### src/rtl/dsa_pkg.sv
package dsa_pkg;

    // Default geometry of the framer
    localparam int DEF_WORD_W = 20;
    localparam int DEF_MARK_W = 7;
    // Comma as framed in word bits [6:0]: bit 0 arrives first (0,0,1,1,1,1,1)
    localparam logic [DEF_MARK_W-1:0] DEF_MARK_PAT = 7'b1111100;

    // Source of the bit entering the shift register
    typedef enum logic {
        SRC_LINE = 1'b0,
        SRC_WRAP = 1'b1
    } rx_src_e;

    // Per-bit framing events handed from the framer to the word stage
    typedef struct packed {
        logic emit;      // this bit completes a word
        logic hit;       // this bit completes a comma (search enabled)
        logic wclk_nxt;  // word clock level after this edge
    } frame_ev_t;

    function automatic rx_src_e pick_src(input logic wrap);
        return wrap ? SRC_WRAP : SRC_LINE;
    endfunction

endpackage

### src/rtl/dsa_shifter.sv
module dsa_shifter
    import dsa_pkg::*;
#(
    parameter int WORD_W = DEF_WORD_W
) (
    input  logic              clk,
    input  logic              rst,
    input  logic              ser_in,
    input  logic              tx_ser,
    input  logic              lpbk_en,
    output logic [WORD_W-1:0] sreg_nxt
);

    logic [WORD_W-1:0] sreg_q;
    rx_src_e           src;
    logic              bit_in;

    always_comb begin
        src = pick_src(lpbk_en);
        unique case (src)
            SRC_WRAP: bit_in = tx_ser;
            default:  bit_in = ser_in;
        endcase
        // newest bit enters at the top; oldest drifts toward bit 0
        sreg_nxt = {bit_in, sreg_q[WORD_W-1:1]};
    end

    always_ff @(posedge clk) begin
        if (rst) sreg_q <= '0;
        else     sreg_q <= sreg_nxt;
    end

endmodule

### src/rtl/dsa_framer.sv
module dsa_framer
    import dsa_pkg::*;
#(
    parameter int                  WORD_W   = DEF_WORD_W,
    parameter int                  MARK_W   = DEF_MARK_W,
    parameter logic [MARK_W-1:0]   MARK_PAT = DEF_MARK_PAT
) (
    input  logic              clk,
    input  logic              rst,
    input  logic              align_en,
    input  logic [WORD_W-1:0] sreg_nxt,
    output frame_ev_t         ev,
    output logic              word_clk,
    output logic              word_clk_n
);

    localparam int CNT_W = $clog2(WORD_W);
    localparam int PH_W  = CNT_W + 1;
    localparam logic [CNT_W-1:0] LAST   = CNT_W'(WORD_W - 1);
    // after a comma completes, WORD_W-MARK_W more bits close the word
    localparam logic [CNT_W-1:0] RESYNC = CNT_W'(MARK_W);
    localparam logic [PH_W-1:0]  HALF   = PH_W'(WORD_W / 2);
    localparam logic [PH_W-1:0]  PH_MAX = '1;

    logic [CNT_W-1:0] cnt_q, cnt_d;
    logic [PH_W-1:0]  ph_q, ph_d;
    logic             wclk_q, wclk_n_q;

    always_comb begin
        ev.emit = (cnt_q == LAST);
        ev.hit  = align_en && (sreg_nxt[WORD_W-1 -: MARK_W] == MARK_PAT);
        if (ev.hit)       cnt_d = RESYNC;
        else if (ev.emit) cnt_d = '0;
        else              cnt_d = cnt_q + 1'b1;
        if (ev.emit)               ph_d = '0;
        else if (ph_q == PH_MAX)   ph_d = ph_q;
        else                       ph_d = ph_q + 1'b1;
        ev.wclk_nxt = (ph_d < HALF);
    end

    always_ff @(posedge clk) begin
        if (rst) begin
            cnt_q    <= '0;
            ph_q     <= PH_MAX;
            wclk_q   <= 1'b0;
            wclk_n_q <= 1'b1;
        end else begin
            cnt_q    <= cnt_d;
            ph_q     <= ph_d;
            wclk_q   <= ev.wclk_nxt;
            wclk_n_q <= ~ev.wclk_nxt;
        end
    end

    assign word_clk   = wclk_q;
    assign word_clk_n = wclk_n_q;

    // Checker: bits since the last word, and whether search stayed off
    logic [PH_W-1:0] gap_q;
    logic            held_q;

    always_ff @(posedge clk) begin
        if (rst) begin
            gap_q  <= '0;
            held_q <= 1'b1;
        end else begin
            gap_q  <= ev.emit ? '0 : ((gap_q == PH_MAX) ? gap_q : gap_q + 1'b1);
            held_q <= ev.emit ? ~align_en : (held_q & ~align_en);
        end
    end

    // with search off since the previous word, the period is fixed
    p_fixed_period_r4: assert property (@(posedge clk) disable iff (rst)
        (ev.emit && held_q) |-> (gap_q == PH_W'(WORD_W - 1)));

endmodule

### src/rtl/dsa_word_out.sv
module dsa_word_out
    import dsa_pkg::*;
#(
    parameter int                  WORD_W   = DEF_WORD_W,
    parameter int                  MARK_W   = DEF_MARK_W,
    parameter logic [MARK_W-1:0]   MARK_PAT = DEF_MARK_PAT
) (
    input  logic              clk,
    input  logic              rst,
    input  frame_ev_t         ev,
    input  logic              align_en,
    input  logic              lpbk_en,
    input  logic [WORD_W-1:0] sreg_nxt,
    output logic [WORD_W-1:0] rx_word,
    output logic              comma_flag,
    output logic              link_dead
);

    logic [WORD_W-1:0] word_q, word_d;
    logic              comma_q, dead_q;
    logic              framed, uniform;

    always_comb begin
        word_d  = ev.emit ? sreg_nxt : word_q;
        framed  = (word_d[MARK_W-1:0] == MARK_PAT);
        uniform = (&word_d) | ~(|word_d);
    end

    always_ff @(posedge clk) begin
        if (rst) begin
            word_q  <= '0;
            comma_q <= 1'b0;
            dead_q  <= 1'b0;
        end else begin
            word_q  <= word_d;
            comma_q <= align_en & framed & ~ev.wclk_nxt;
            dead_q  <= ~lpbk_en & uniform;
        end
    end

    assign rx_word    = word_q;
    assign comma_flag = comma_q;
    assign link_dead  = dead_q;

    // flag drops once search is disabled
    p_flag_off_r5: assert property (@(posedge clk) disable iff (rst)
        ($past(!rst) && $past(!align_en)) |-> !comma_q);

    // loopback silences the open-link flag
    p_dead_quiet_r6: assert property (@(posedge clk) disable iff (rst)
        ($past(!rst) && $past(lpbk_en)) |-> !dead_q);

endmodule

### src/rtl/dsa_tx_line.sv
module dsa_tx_line (
    input  logic clk,
    input  logic rst,
    input  logic tx_ser,
    input  logic tx_en_n,
    input  logic lpbk_en,
    output logic line_out
);

    logic line_q;

    always_ff @(posedge clk) begin
        if (rst)                     line_q <= 1'b1;
        else if (lpbk_en || tx_en_n) line_q <= 1'b1;
        else                         line_q <= tx_ser;
    end

    assign line_out = line_q;

    // idle level whenever loopback or disable was requested
    p_line_idle_r8: assert property (@(posedge clk) disable iff (rst)
        ($past(!rst) && $past(lpbk_en || tx_en_n)) |-> line_q);

    // otherwise the line carries the previous transmit bit
    p_line_data_r8: assert property (@(posedge clk) disable iff (rst)
        ($past(!rst) && $past(!lpbk_en && !tx_en_n)) |-> (line_q == $past(tx_ser)));

endmodule

### src/rtl/deser_comma_align.sv
module deser_comma_align
    import dsa_pkg::*;
#(
    parameter int                  WORD_W   = DEF_WORD_W,
    parameter int                  MARK_W   = DEF_MARK_W,
    parameter logic [MARK_W-1:0]   MARK_PAT = DEF_MARK_PAT
) (
    input  logic              clk,
    input  logic              rst,
    input  logic              ser_in,
    input  logic              tx_ser,
    input  logic              lpbk_en,
    input  logic              tx_en_n,
    input  logic              align_en,
    output logic [WORD_W-1:0] rx_word,
    output logic              word_clk,
    output logic              word_clk_n,
    output logic              comma_flag,
    output logic              link_dead,
    output logic              line_out
);

    logic [WORD_W-1:0] sreg_nxt;
    frame_ev_t         ev;

    dsa_shifter #(.WORD_W(WORD_W)) u_shift (
        .clk      (clk),
        .rst      (rst),
        .ser_in   (ser_in),
        .tx_ser   (tx_ser),
        .lpbk_en  (lpbk_en),
        .sreg_nxt (sreg_nxt)
    );

    dsa_framer #(.WORD_W(WORD_W), .MARK_W(MARK_W), .MARK_PAT(MARK_PAT)) u_frame (
        .clk        (clk),
        .rst        (rst),
        .align_en   (align_en),
        .sreg_nxt   (sreg_nxt),
        .ev         (ev),
        .word_clk   (word_clk),
        .word_clk_n (word_clk_n)
    );

    dsa_word_out #(.WORD_W(WORD_W), .MARK_W(MARK_W), .MARK_PAT(MARK_PAT)) u_word (
        .clk        (clk),
        .rst        (rst),
        .ev         (ev),
        .align_en   (align_en),
        .lpbk_en    (lpbk_en),
        .sreg_nxt   (sreg_nxt),
        .rx_word    (rx_word),
        .comma_flag (comma_flag),
        .link_dead  (link_dead)
    );

    dsa_tx_line u_tx (
        .clk      (clk),
        .rst      (rst),
        .tx_ser   (tx_ser),
        .tx_en_n  (tx_en_n),
        .lpbk_en  (lpbk_en),
        .line_out (line_out)
    );

    // the word only moves together with a word-clock rise
    p_word_on_rise_r2: assert property (@(posedge clk) disable iff (rst)
        !$rose(word_clk) |-> $stable(rx_word));

    // the two word clocks stay inverse
    p_clk_inverse_r2: assert property (@(posedge clk) disable iff (rst)
        word_clk_n == !word_clk);

    // comma flag only in the low half of the word clock
    p_flag_low_half_r5: assert property (@(posedge clk) disable iff (rst)
        comma_flag |-> !word_clk);

endmodule

### config.mk
export PLATFORM = sky130hd
export DESIGN_NAME = deser_comma_align
export DESIGN_NICKNAME = d
export VERILOG_FILES = /design/src/rtl/dsa_pkg.sv /design/src/rtl/dsa_shifter.sv /design/src/rtl/dsa_framer.sv /design/src/rtl/dsa_word_out.sv /design/src/rtl/dsa_tx_line.sv /design/src/rtl/deser_comma_align.sv
export SDC_FILE = /design/constraint.sdc
export NUM_CORES = 1
export LEC_CHECK = 0
export CAP_MARGIN = 25
export CORE_ASPECT_RATIO = 0.5
export CORE_MARGIN = 2
export CORE_UTILIZATION = 40
export DETAILED_ROUTE_END_ITERATION = 12
export PLACE_DENSITY_LB_ADDON = 0.12
export SYNTH_ARGS = -nofsm -noshare
export SYNTH_HDL_FRONTEND = slang
export SYNTH_SLANG_ARGS = --single-unit
### constraint.sdc
create_clock -name clk -period 3.6 [get_ports clk]
set_input_delay 0.9 -clock clk [delete_from_list [all_inputs] [get_ports clk]]
set_output_delay 0.9 -clock clk [all_outputs]
set_load 0.01 [all_outputs]
==> flow_metrics.env, run 1 <==
export IMPL_outcome="complete, no violations"
export IMPL_globalRouteTotalUtil=0.1729
export IMPL_dieWidth_microns=107.6
export IMPL_tritoncts="yes"
export IMPL_post_synth_xor_area_fraction=0.01223
export IMPL_vias_per_cell=5.170
export IMPL_total_clock_sinks=55
export IMPL_fin_crit_sh=0.6172
export IMPL_remaining_drc_errors=0
export IMPL_synthAdderAreaFrac=0.01165
export IMPL_final_period_minus_worst_setup_slack_ns=2.222
export IMPL_cts_clk_slew_worst_paths_ns=0.09
export IMPL_critical_path_required_ns=2.70
export IMPL_p_leak_nw=0.9388
export IMPL_grt_first_pass_wirelength_microns=8093
export IMPL_postCtsHoldBufs=0
export IMPL_place_gp_congestion=0.7866
export IMPL_net_switching_power_mw=0.3672
export IMPL_timing_hold_worst_class="flop to flop"
export IMPL_netlist_instances=242
export IMPL_ys_async_sr_fraction=0
export IMPL_grt_max_degree=44
export IMPL_starting_density=0.4258
export IMPL_clk_root_buffer_cell="clkbuf_8"
export IMPL_cts_resized=0
export IMPL_synthToLayoutAreaGrowth_pct=22.25
export IMPL_final_hold_viol_count=0
export IMPL_power_density_cell_area_mw_per_mm2=522.5
export IMPL_power_frac_comb=0.193
export IMPL_yosys_warnings=0
export IMPL_crit_end_element="output port"
export IMPL_antenna_found_initial=0
export IMPL_sequential_cell_area_fraction_in_the_yosys_report=0.5125
export IMPL_cell_internal_pwr_mw=1.005
export IMPL_path_max_fanout=4
export IMPL_floorplan_die_height_microns=55.82
export IMPL_power_frac_clock=0.310
export IMPL_holdPathStages=2
export IMPL_synth_top_family_by_area="simple AND/OR/NAND/NOR gates"
export IMPL_timing_critical_path_cells="clkdlybuf4s50_1"
export IMPL_timing_max_transition_violations_final=0
export IMPL_worst_ir_drop_vdd_v=0.0002235
export IMPL_ant_nets=0
export IMPL_path_delay_family="buffers and inverters"
export IMPL_placement_rows=18
export IMPL_worst_clock_skew_on_the_final_layout_ns=0.01006
export IMPL_commonest_non_fill_non_tap_cell_in_the_layout="dfxtp_1"
export IMPL_postRouteWirelength_microns=4981
export IMPL_num_io_pins=32
export IMPL_cap_viol_max_count=0
export IMPL_switching_share=0.2676
export IMPL_critPathLaunchType="flop"
export IMPL_port_buffers=31
export IMPL_netlist_cell_type_count=42
export IMPL_post_layout_total_power_mw=1.372
export IMPL_synth_compound_gate_area_share=0.1112
export IMPL_first_global_vias=1616
export IMPL_critical_path_cell_count=1
export IMPL_ys_flop_type="dfxtp_1"
export IMPL_syn_area_per_cell_sq_um=8.877
export IMPL_timing_critical_path_arrival_ns=1.32
export IMPL_synth_mux_area_frac=0.01922
export IMPL_cts_setup_buffers=0
export IMPL_cts_root_to_sink_buffers=2
export IMPL_dp_final_hpwl_microns=3507
export IMPL_clock_latency_ns=0.31
export IMPL_synth_seq_cells=55
export IMPL_fill_cells=489
export IMPL_synth_edf_count=0
export IMPL_timing_hold_ws_ns=0.4773
export IMPL_slew_headroom=0.5470
export IMPL_synth_simple_area_share=0.3075
export IMPL_wl_per_cell_microns=14.56
export IMPL_seq_power_share=0.497
export IMPL_synth_fp_nets=251
export IMPL_worst_path_largest_cell_delay_ns=0.58
export IMPL_timing_setup_tns_ns=0
export IMPL_r2r_worst_path_cells=6
export IMPL_top_library_cells_by_usage_in_the_layout_fill_and_taps_aside="dfxtp_1 (55), nand2_1 (46), clkdlybuf4s50_1 (30), a21oi_1 (23), nor2b_1 (18)"
export IMPL_count_of_vias_placed_by_the_detailed_router=1768
export IMPL_worst_slew_pin_transition_ns=0.6796
export IMPL_grt_overflow=0
export IMPL_final_net_count=280
export IMPL_fp_dieArea_sq_mm=0.006008
export IMPL_final_setup_violation_count=0
export IMPL_crit_type="flop to output port"
export IMPL_path_buf_inv=1
export IMPL_drt_first_pass_iters=4
export IMPL_h_tree_depth=2
export IMPL_diodes=0
export IMPL_setup_repair_after_global_routing_missed_its_margin="false"
export IMPL_dr_first_iter_drc_count=72
export IMPL_cts_buffers=5
export IMPL_fmax_mhz=450.1
export IMPL_core_area_sq_mm=0.005045
export IMPL_worst_path_max_delay_cell="clkdlybuf4s50_1"
export IMPL_layout_core_utilization=0.5206
export IMPL_mappedNetlistArea_sq_mm=0.002148
export IMPL_final_layout_size_suffix_gt1_frac=0.07353
[power groups by stage]
stage / combinational, mW / clock, mW / sequential (mW)
5_1_grt: 0.304 / 0.454 / 0.689
4_1_cts: 0.268 / 0.435 / 0.681
2_1_floorplan: 0.224 / 0 / 0.687
6_report: 0.265 / 0.425 / 0.681
3_3_place_gp: 0.263 / 0 / 0.694
3_5_place_dp: 0.267 / 0 / 0.696
[metrics by stage]
stage | instance area [sq um] | worst slack [ns] | instances
floorplan | 2148 | 1.721 | 242
global placement | 2509 | 1.200 | 334
detailed placement | 2509 | 1.150 | 334
CTS | 2626 | 1.353 | 342
global route | 2626 | 1.323 | 342
finish | 2626 | 1.378 | 342
[flip-flops by register name (all words and copies together) (netlist names)]
signal              count
u_frame.word_clk        1
u_frame.ph_q            6
u_shift.sreg_q         19
u_tx.line_out           1
u_frame.cnt_q           5
u_word.comma_flag       1
u_word.rx_word         20
u_word.link_dead        1
u_frame.word_clk_n      1
[synth_stat cells, drive strengths merged, types with 3 or more instances]
library cell,instances,share of area
dfxtp,55,0.51
nand2,46,0.080
a21oi,25,0.062
nor2b,18,0.052
nor2,13,0.024
nand3,12,0.028
clkbuf,8,0.014
nor3,8,0.019
nand4,7,0.020
nor4,7,0.023
or4,4,0.016
a21o,3,0.010
buf,3,0.0082
mux2i,3,0.014
nand2b,3,0.0087
o21ai,3,0.0070
[cell families after synthesis]
family	after synthesis
XOR/XNOR	3
multiplexers	4
buffers and inverters	13
adder cells (fa/ha/maj)	2
AND/OR/NAND/NOR	126
AO/OA/AOI/OAI	39
flip-flops	55
[layout make-up]
class / count / area, sq um / area share
sequential: 55 / 1101 / 0.4192
timing repair buffer: 33 / 320.3 / 0.1220
tap: 70 / 87.58 / 0.03335
clock buffer: 6 / 82.58 / 0.03144
multi-input combinational: 174 / 992.2 / 0.3778
inverter: 2 / 7.507 / 0.002859
clock inverter: 2 / 35.03 / 0.01334
[routing by layer]
layer	global-route usage	routed length (microns)
met5	0	0
met1	0.2482	2536
met3	0.04333	201
met4	0.04762	56
met2	0.2579	2186
[worst paths after layout]
path / startpoint / end / slack [ns]
setup / recovery: u_word.rx_word[9] / rx_word[9] / 1.38
hold reg to reg: u_shift.sreg_q[1] / u_word.rx_word[0] / 0.48
setup reg to reg: u_frame.cnt_q[0] / u_word.link_dead / 1.54
hold / removal: u_shift.sreg_q[1] / u_word.rx_word[0] / 0.48
Power figures use the tool's default switching activity.
==> inputs of run 2 (changes only) <==
==> constraint.sdc (replaced) <==
create_clock -name clk -period 2.2 [get_ports clk]
set_input_delay 0.55 -clock clk [delete_from_list [all_inputs] [get_ports clk]]
set_output_delay 0.55 -clock clk [all_outputs]
set_load 0.01 [all_outputs]
==> run 2 against run 1 <==
Effect of this change:
- sequential power up 64%
- non-clock buffer count increased by 2
- combinational power rose by 64%
- routed wire length hardly changed
- global-route usage is essentially flat
- sequential share of layout area is 0.060 points lower
- cell count is 0.29% higher
- critical path depth grew 5
- largest cell class unchanged
==> flow_metrics.env, run 2 (same netlist as run 1, synthesis figures left out) <==
export IMPL_worst_slew_pin_transition_ns=0.5365
export IMPL_crit_reg2reg_capture="u_word.link_dead"
export IMPL_layout_core_utilization=0.5213
export IMPL_commonest_non_fill_non_tap_cell_in_the_layout="dfxtp_1"
export IMPL_timing_critical_path_to="u_word.link_dead"
export IMPL_clock_latency_ns=0.30
export IMPL_fp_dieArea_sq_mm=0.006008
export IMPL_final_area_sq_mm=0.002630
export IMPL_fin_crit_sh=0.8456
export IMPL_r2r_slack_ns=0.34
export IMPL_cts_setup_buffers=0
export IMPL_holdPathStages=2
export IMPL_top_library_cells_by_usage_in_the_layout_fill_and_taps_aside="dfxtp_1 (55), nand2_1 (46), clkdlybuf4s50_1 (30), a21oi_1 (23), nor2b_1 (18)"
export IMPL_cts_buffers=5
export IMPL_drt_first_pass_iters=4
export IMPL_crit_end_element="flop"
export IMPL_clk_root_buffer_cell="clkbuf_8"
export IMPL_count_of_vias_placed_by_the_detailed_router=1778
export IMPL_outcome="complete, no violations"
export IMPL_total_clock_sinks=55
export IMPL_diodes=0
export IMPL_p_leak_nw=0.9374
export IMPL_final_period_minus_worst_setup_slack_ns=1.860
export IMPL_power_density_cell_area_mw_per_mm2=836.4
export IMPL_ant_nets=0
export IMPL_r2r_worst_path_cells=6
export IMPL_timing_setup_tns_ns=0
export IMPL_cap_viol_max_count=0
export IMPL_final_net_count=282
export IMPL_fill_cells=481
export IMPL_setup_slack_ns=0.3396
export IMPL_timing_hold_worst_class="flop to flop"
export IMPL_postCtsHoldBufs=0
export IMPL_postRouteWirelength_microns=4980
export IMPL_cts_root_to_sink_buffers=2
export IMPL_slew_headroom=0.6423
export IMPL_antenna_found_initial=0
export IMPL_worst_clock_skew_on_the_final_layout_ns=0.009479
export IMPL_worst_ir_drop_vdd_v=0.0004653
export IMPL_fmax_mhz=537.5
export IMPL_final_hold_viol_count=0
export IMPL_wl_per_cell_microns=14.52
export IMPL_path_max_fanout=19
export IMPL_detailed_place_area_sq_mm=0.002524
export IMPL_grt_overflow=0
export IMPL_tritoncts="yes"
export IMPL_dp_final_hpwl_microns=3630
export IMPL_final_instance_count_excl_fill=343
export IMPL_floorplan_die_height_microns=55.82
export IMPL_num_io_pins=32
export IMPL_port_buffers=31
export IMPL_cts_resized=0
export IMPL_starting_density=0.4258
export IMPL_cp_startpoint="u_frame.cnt_q[0]"
export IMPL_globalRouteTotalUtil=0.1734
export IMPL_place_gp_congestion=0.8302
export IMPL_dieWidth_microns=107.6
export IMPL_placed_cells=336
export IMPL_critical_path_required_ns=2.40
export IMPL_critPathLaunchType="flop"
export IMPL_synthToLayoutAreaGrowth_pct=22.42
export IMPL_h_tree_depth=2
export IMPL_timing_max_transition_violations_final=0
export IMPL_grt_first_pass_wirelength_microns=8155
export IMPL_first_global_vias=1599
export IMPL_vias_per_cell=5.184
export IMPL_flip_flop_count_of_the_largest_register_after_layout=20
export IMPL_final_setup_violation_count=0
export IMPL_dr_first_iter_drc_count=125
export IMPL_placement_rows=18
export IMPL_remaining_drc_errors=0
export IMPL_crit_type="flop to flop"
export IMPL_cts_clk_slew_worst_paths_ns=0.10
export IMPL_core_area_sq_mm=0.005045
export IMPL_timing_critical_path_arrival_ns=2.06
export IMPL_grt_max_degree=53
export IMPL_setup_repair_after_global_routing_missed_its_margin="false"
export IMPL_place_ws_ns=0.06808
export IMPL_final_layout_size_suffix_gt1_frac=0.07692
export IMPL_rr_startpoint="u_frame.cnt_q[0]"
==> run 2: metrics by stage <==
step	hold WS, ns	power (mW)
2_1_floorplan	0.4392	1.491
3_3_place_gp	0.4565	1.565
3_5_place_dp	0.4728	1.571
4_1_cts	0.4834	2.213
5_1_grt	0.4975	2.310
6_report	0.4834	2.200
==> run 2: how the worst min path moves through the flow <==
| stage | start | end | slack [ns] |
|---|---|---|---|
| 6_report | u_shift.sreg_q[1] | u_word.rx_word[0] | 0.48 |
| 3_3_place_gp | u_shift.sreg_q[1] | u_word.rx_word[0] | 0.46 |
| 3_5_place_dp | u_shift.sreg_q[1] | u_word.rx_word[0] | 0.47 |
| 4_1_cts | u_shift.sreg_q[1] | u_word.rx_word[0] | 0.48 |
| 5_1_grt | u_shift.sreg_q[1] | u_word.rx_word[0] | 0.50 |
| 2_1_floorplan | u_shift.sreg_q[1] | u_word.rx_word[0] | 0.44 |
==> run 2: layout make-up <==
type                    count  area, sq um  area share
clock buffers               5        68.82     0.02617
clock inverters             2        37.54     0.01427
inverters                   2        7.507    0.002854
multi-input cells         174        992.2      0.3773
flip-flops and latches     55         1101      0.4187
well taps                  70        87.58     0.03330
repair buffers             35        335.3      0.1275
==> run 2: power by group <==
group          leakage [nW]  total, mW  switching (mW)  internal [mW]
Combinational         0.441      0.435           0.211          0.223
Clock                0.0502      0.649           0.316          0.333
Sequential            0.446       1.12          0.0625           1.05
==> run 2: critical path, stage by stage (launching register included) <==
cell	delay [ns]
dfxtp_1	0.36
ha_1	0.25
and4bb_2	0.54
nand2_1	0.12
o32ai_1	0.14
o21ai_1	0.11
a311oi_1	0.24
==> run 2: layer usage <==
metal,vias to the layer above,global-route usage,part of all wire
met5,-,0,0
li1,900,-,-
met4,0,0.02747,0.0046
met3,4,0.04215,0.052
met2,33,0.2615,0.44
met1,841,0.2551,0.50
==> inputs of run 3 (changes only) <==
==> constraint.sdc (replaced) <==
create_clock -name clk -period 1.5 [get_ports clk]
set_input_delay 0.375 -clock clk [delete_from_list [all_inputs] [get_ports clk]]
set_output_delay 0.375 -clock clk [all_outputs]
set_load 0.01 [all_outputs]
==> run 3 against run 2 <==
Effect of this change:
- utilization rose by 6.0 points
- clock skew fell by 0.0034 ns
- total power rose by 59%
- design area rose by 11%
- first-iteration DRC count fell by 19%
- sequential share of layout area fell by 3.6 points
- highest routed layer unchanged
==> flow_metrics.env, run 3 (same netlist as run 1, synthesis figures left out) <==
export IMPL_grt_max_degree=53
export IMPL_fill_cells=490
export IMPL_worst_path_largest_cell_delay_ns=0.36
export IMPL_clock_latency_ns=0.30
export IMPL_dp_final_hpwl_microns=3830
export IMPL_synthToLayoutAreaGrowth_pct=36.46
export IMPL_vias_per_cell=5.258
export IMPL_cts_buffers=5
export IMPL_worst_clock_skew_on_the_final_layout_ns=0.006078
export IMPL_postCtsHoldBufs=0
export IMPL_path_max_fanout=4
export IMPL_final_hold_viol_count=0
export IMPL_cts_root_to_sink_buffers=2
export IMPL_post_layout_total_power_mw=3.502
export IMPL_flip_flop_count_of_the_largest_register_after_layout=20
export IMPL_globalRouteMet3Util=0.04567
export IMPL_starting_density=0.4258
export IMPL_grt_first_pass_wirelength_microns=8707
export IMPL_placement_rows=18
export IMPL_postRouteWirelength_microns=5478
export IMPL_critPathLaunchType="flop"
export IMPL_met2_usage=0.2785
export IMPL_total_clock_sinks=55
export IMPL_final_layout_size_suffix_gt1_frac=0.2449
export IMPL_sequential_cell_area_sq_mm=0.001122
export IMPL_p_leak_nw=1.180
export IMPL_placed_cells=354
export IMPL_crit_end_element="flop"
export IMPL_antenna_found_initial=0
export IMPL_first_global_vias=1772
export IMPL_worst_ir_drop_vdd_v=0.0007539
export IMPL_final_setup_violation_count=0
export IMPL_floorplan_die_height_microns=55.82
export IMPL_critical_path_required_ns=1.72
export IMPL_cts_clk_slew_worst_paths_ns=0.09
export IMPL_crit_type="flop to flop"
export IMPL_drt_first_pass_iters=4
export IMPL_fp_dieArea_sq_mm=0.006008
export IMPL_setup_slack_ns=0.01709
export IMPL_final_instance_count_excl_fill=364
export IMPL_area_of_combinational_cells_with_multiple_inputs_sq_mm=0.001140
export IMPL_detailed_place_area_sq_mm=0.002684
export IMPL_place_gp_congestion=0.8116
export IMPL_globalRouteMet1Util=0.2685
export IMPL_port_buffers=31
export IMPL_outcome="complete, no violations"
export IMPL_dieWidth_microns=107.6
export IMPL_num_io_pins=32
export IMPL_worst_slew_pin_transition_ns=0.3553
export IMPL_grt_overflow=0
export IMPL_diodes=0
export IMPL_ant_nets=0
export IMPL_commonest_non_fill_non_tap_cell_in_the_layout="nand2_1"
export IMPL_cap_viol_max_count=0
export IMPL_timing_hold_ws_ns=0.4574
export IMPL_tritoncts="yes"
export IMPL_busiest_layer="met2"
export IMPL_timing_max_transition_violations_final=0
export IMPL_power_density_cell_area_mw_per_mm2=1194
export IMPL_fin_crit_sh=0.9886
export IMPL_timing_critical_path_arrival_ns=1.70
export IMPL_timing_hold_worst_class="input pin to flop"
export IMPL_globalRouteTotalUtil=0.1834
export IMPL_timing_critical_path_cells="nor4_2 -> nand4_1 -> o32ai_2 -> o21ai_1 -> a311oi_2"
export IMPL_place_ws_ns=-0.3704
export IMPL_final_net_count=302
export IMPL_core_area_sq_mm=0.005045
export IMPL_dr_first_iter_drc_count=101
export IMPL_top_library_cells_by_usage_in_the_layout_fill_and_taps_aside="nand2_1 (45), dfxtp_1 (42), dlygate4sd2_1 (26), a21oi_1 (21), buf_4 (19)"
export IMPL_h_tree_depth=2
export IMPL_path_delay_family="compound AO/OA/AOI/OAI gates"
export IMPL_path_buf_inv=0
export IMPL_fmax_mhz=674.3
export IMPL_count_of_vias_placed_by_the_detailed_router=1914
export IMPL_clk_root_buffer_cell="clkbuf_8"
export IMPL_final_area_sq_mm=0.002932
export IMPL_slew_headroom=0.7628
export IMPL_final_period_minus_worst_setup_slack_ns=1.483
export IMPL_wl_per_cell_microns=15.05
export IMPL_worst_path_max_delay_cell="dfxtp_1"
export IMPL_setup_repair_after_global_routing_missed_its_margin="true"
export IMPL_remaining_drc_errors=0
-- run 3: cell count changes in the layout (fill, tap and decap cells not counted), moves of 3 or more --
cell             before  now
dfxtp_1              55   42
buf_4                 4   19
buf_6                 0    3
dlygate4sd2_1         0   26
dfxtp_2               0   11
clkdlybuf4s50_1      30    4
nor4_1                6    3
-- run 3: tightest hold or removal path, delay by kind of cell --
family	cells	cell delay [ns]
buffers and inverters	1	0.12
AND/OR/NAND/NOR	1	0.16
AO/OA/AOI/OAI	1	0.06
-- run 3: layout make-up --
class | instances | share of cell area
inverters | 2 | 0.002561
repair buffers | 55 | 0.1669
well taps | 70 | 0.02988
clock buffers | 6 | 0.02475
flip-flops and latches | 55 | 0.3828
multi-input cells | 174 | 0.3888
clock inverters | 2 | 0.004268
-- run 3: repair_timing --
item                       4_1_cts  5_1_grt
setup buffers                    0        2
pin swaps                        2        9
gates cloned                     0        0
resized for setup               42       29
setup endpoints to repair       34        8
-- run 3: metal layers --
metal	vias to the layer above	routed length, microns
li1	948	-
met1	927	2699
met2	35	2553
met3	4	197
met4	0	27
met5	-	0
-- run 3: power by group --
part	switching [mW]	total, mW	internal, mW
logic	0.469	1.05	0.576
registers	0.101	1.66	1.56
clock network	0.466	0.794	0.328
-- run 3: per-stage QoR --
step                TNS, ns  utilization
floorplan                 0            -
global placement     -2.145       0.5320
detailed placement   -2.449       0.5320
CTS                       0       0.5489
global route        -0.1553       0.5811
finish                    0       0.5811
-- run 3: final timing paths --
path | startpoint | depth (start not counted) | slack [ns] | to
max | u_word.rx_word[16] | 5 | 0.02 | u_word.link_dead
max reg2reg | u_word.rx_word[16] | 5 | 0.02 | u_word.link_dead
min | rst | 3 | 0.46 | u_word.comma_flag
min reg2reg | u_shift.sreg_q[1] | 2 | 0.47 | u_word.rx_word[0]
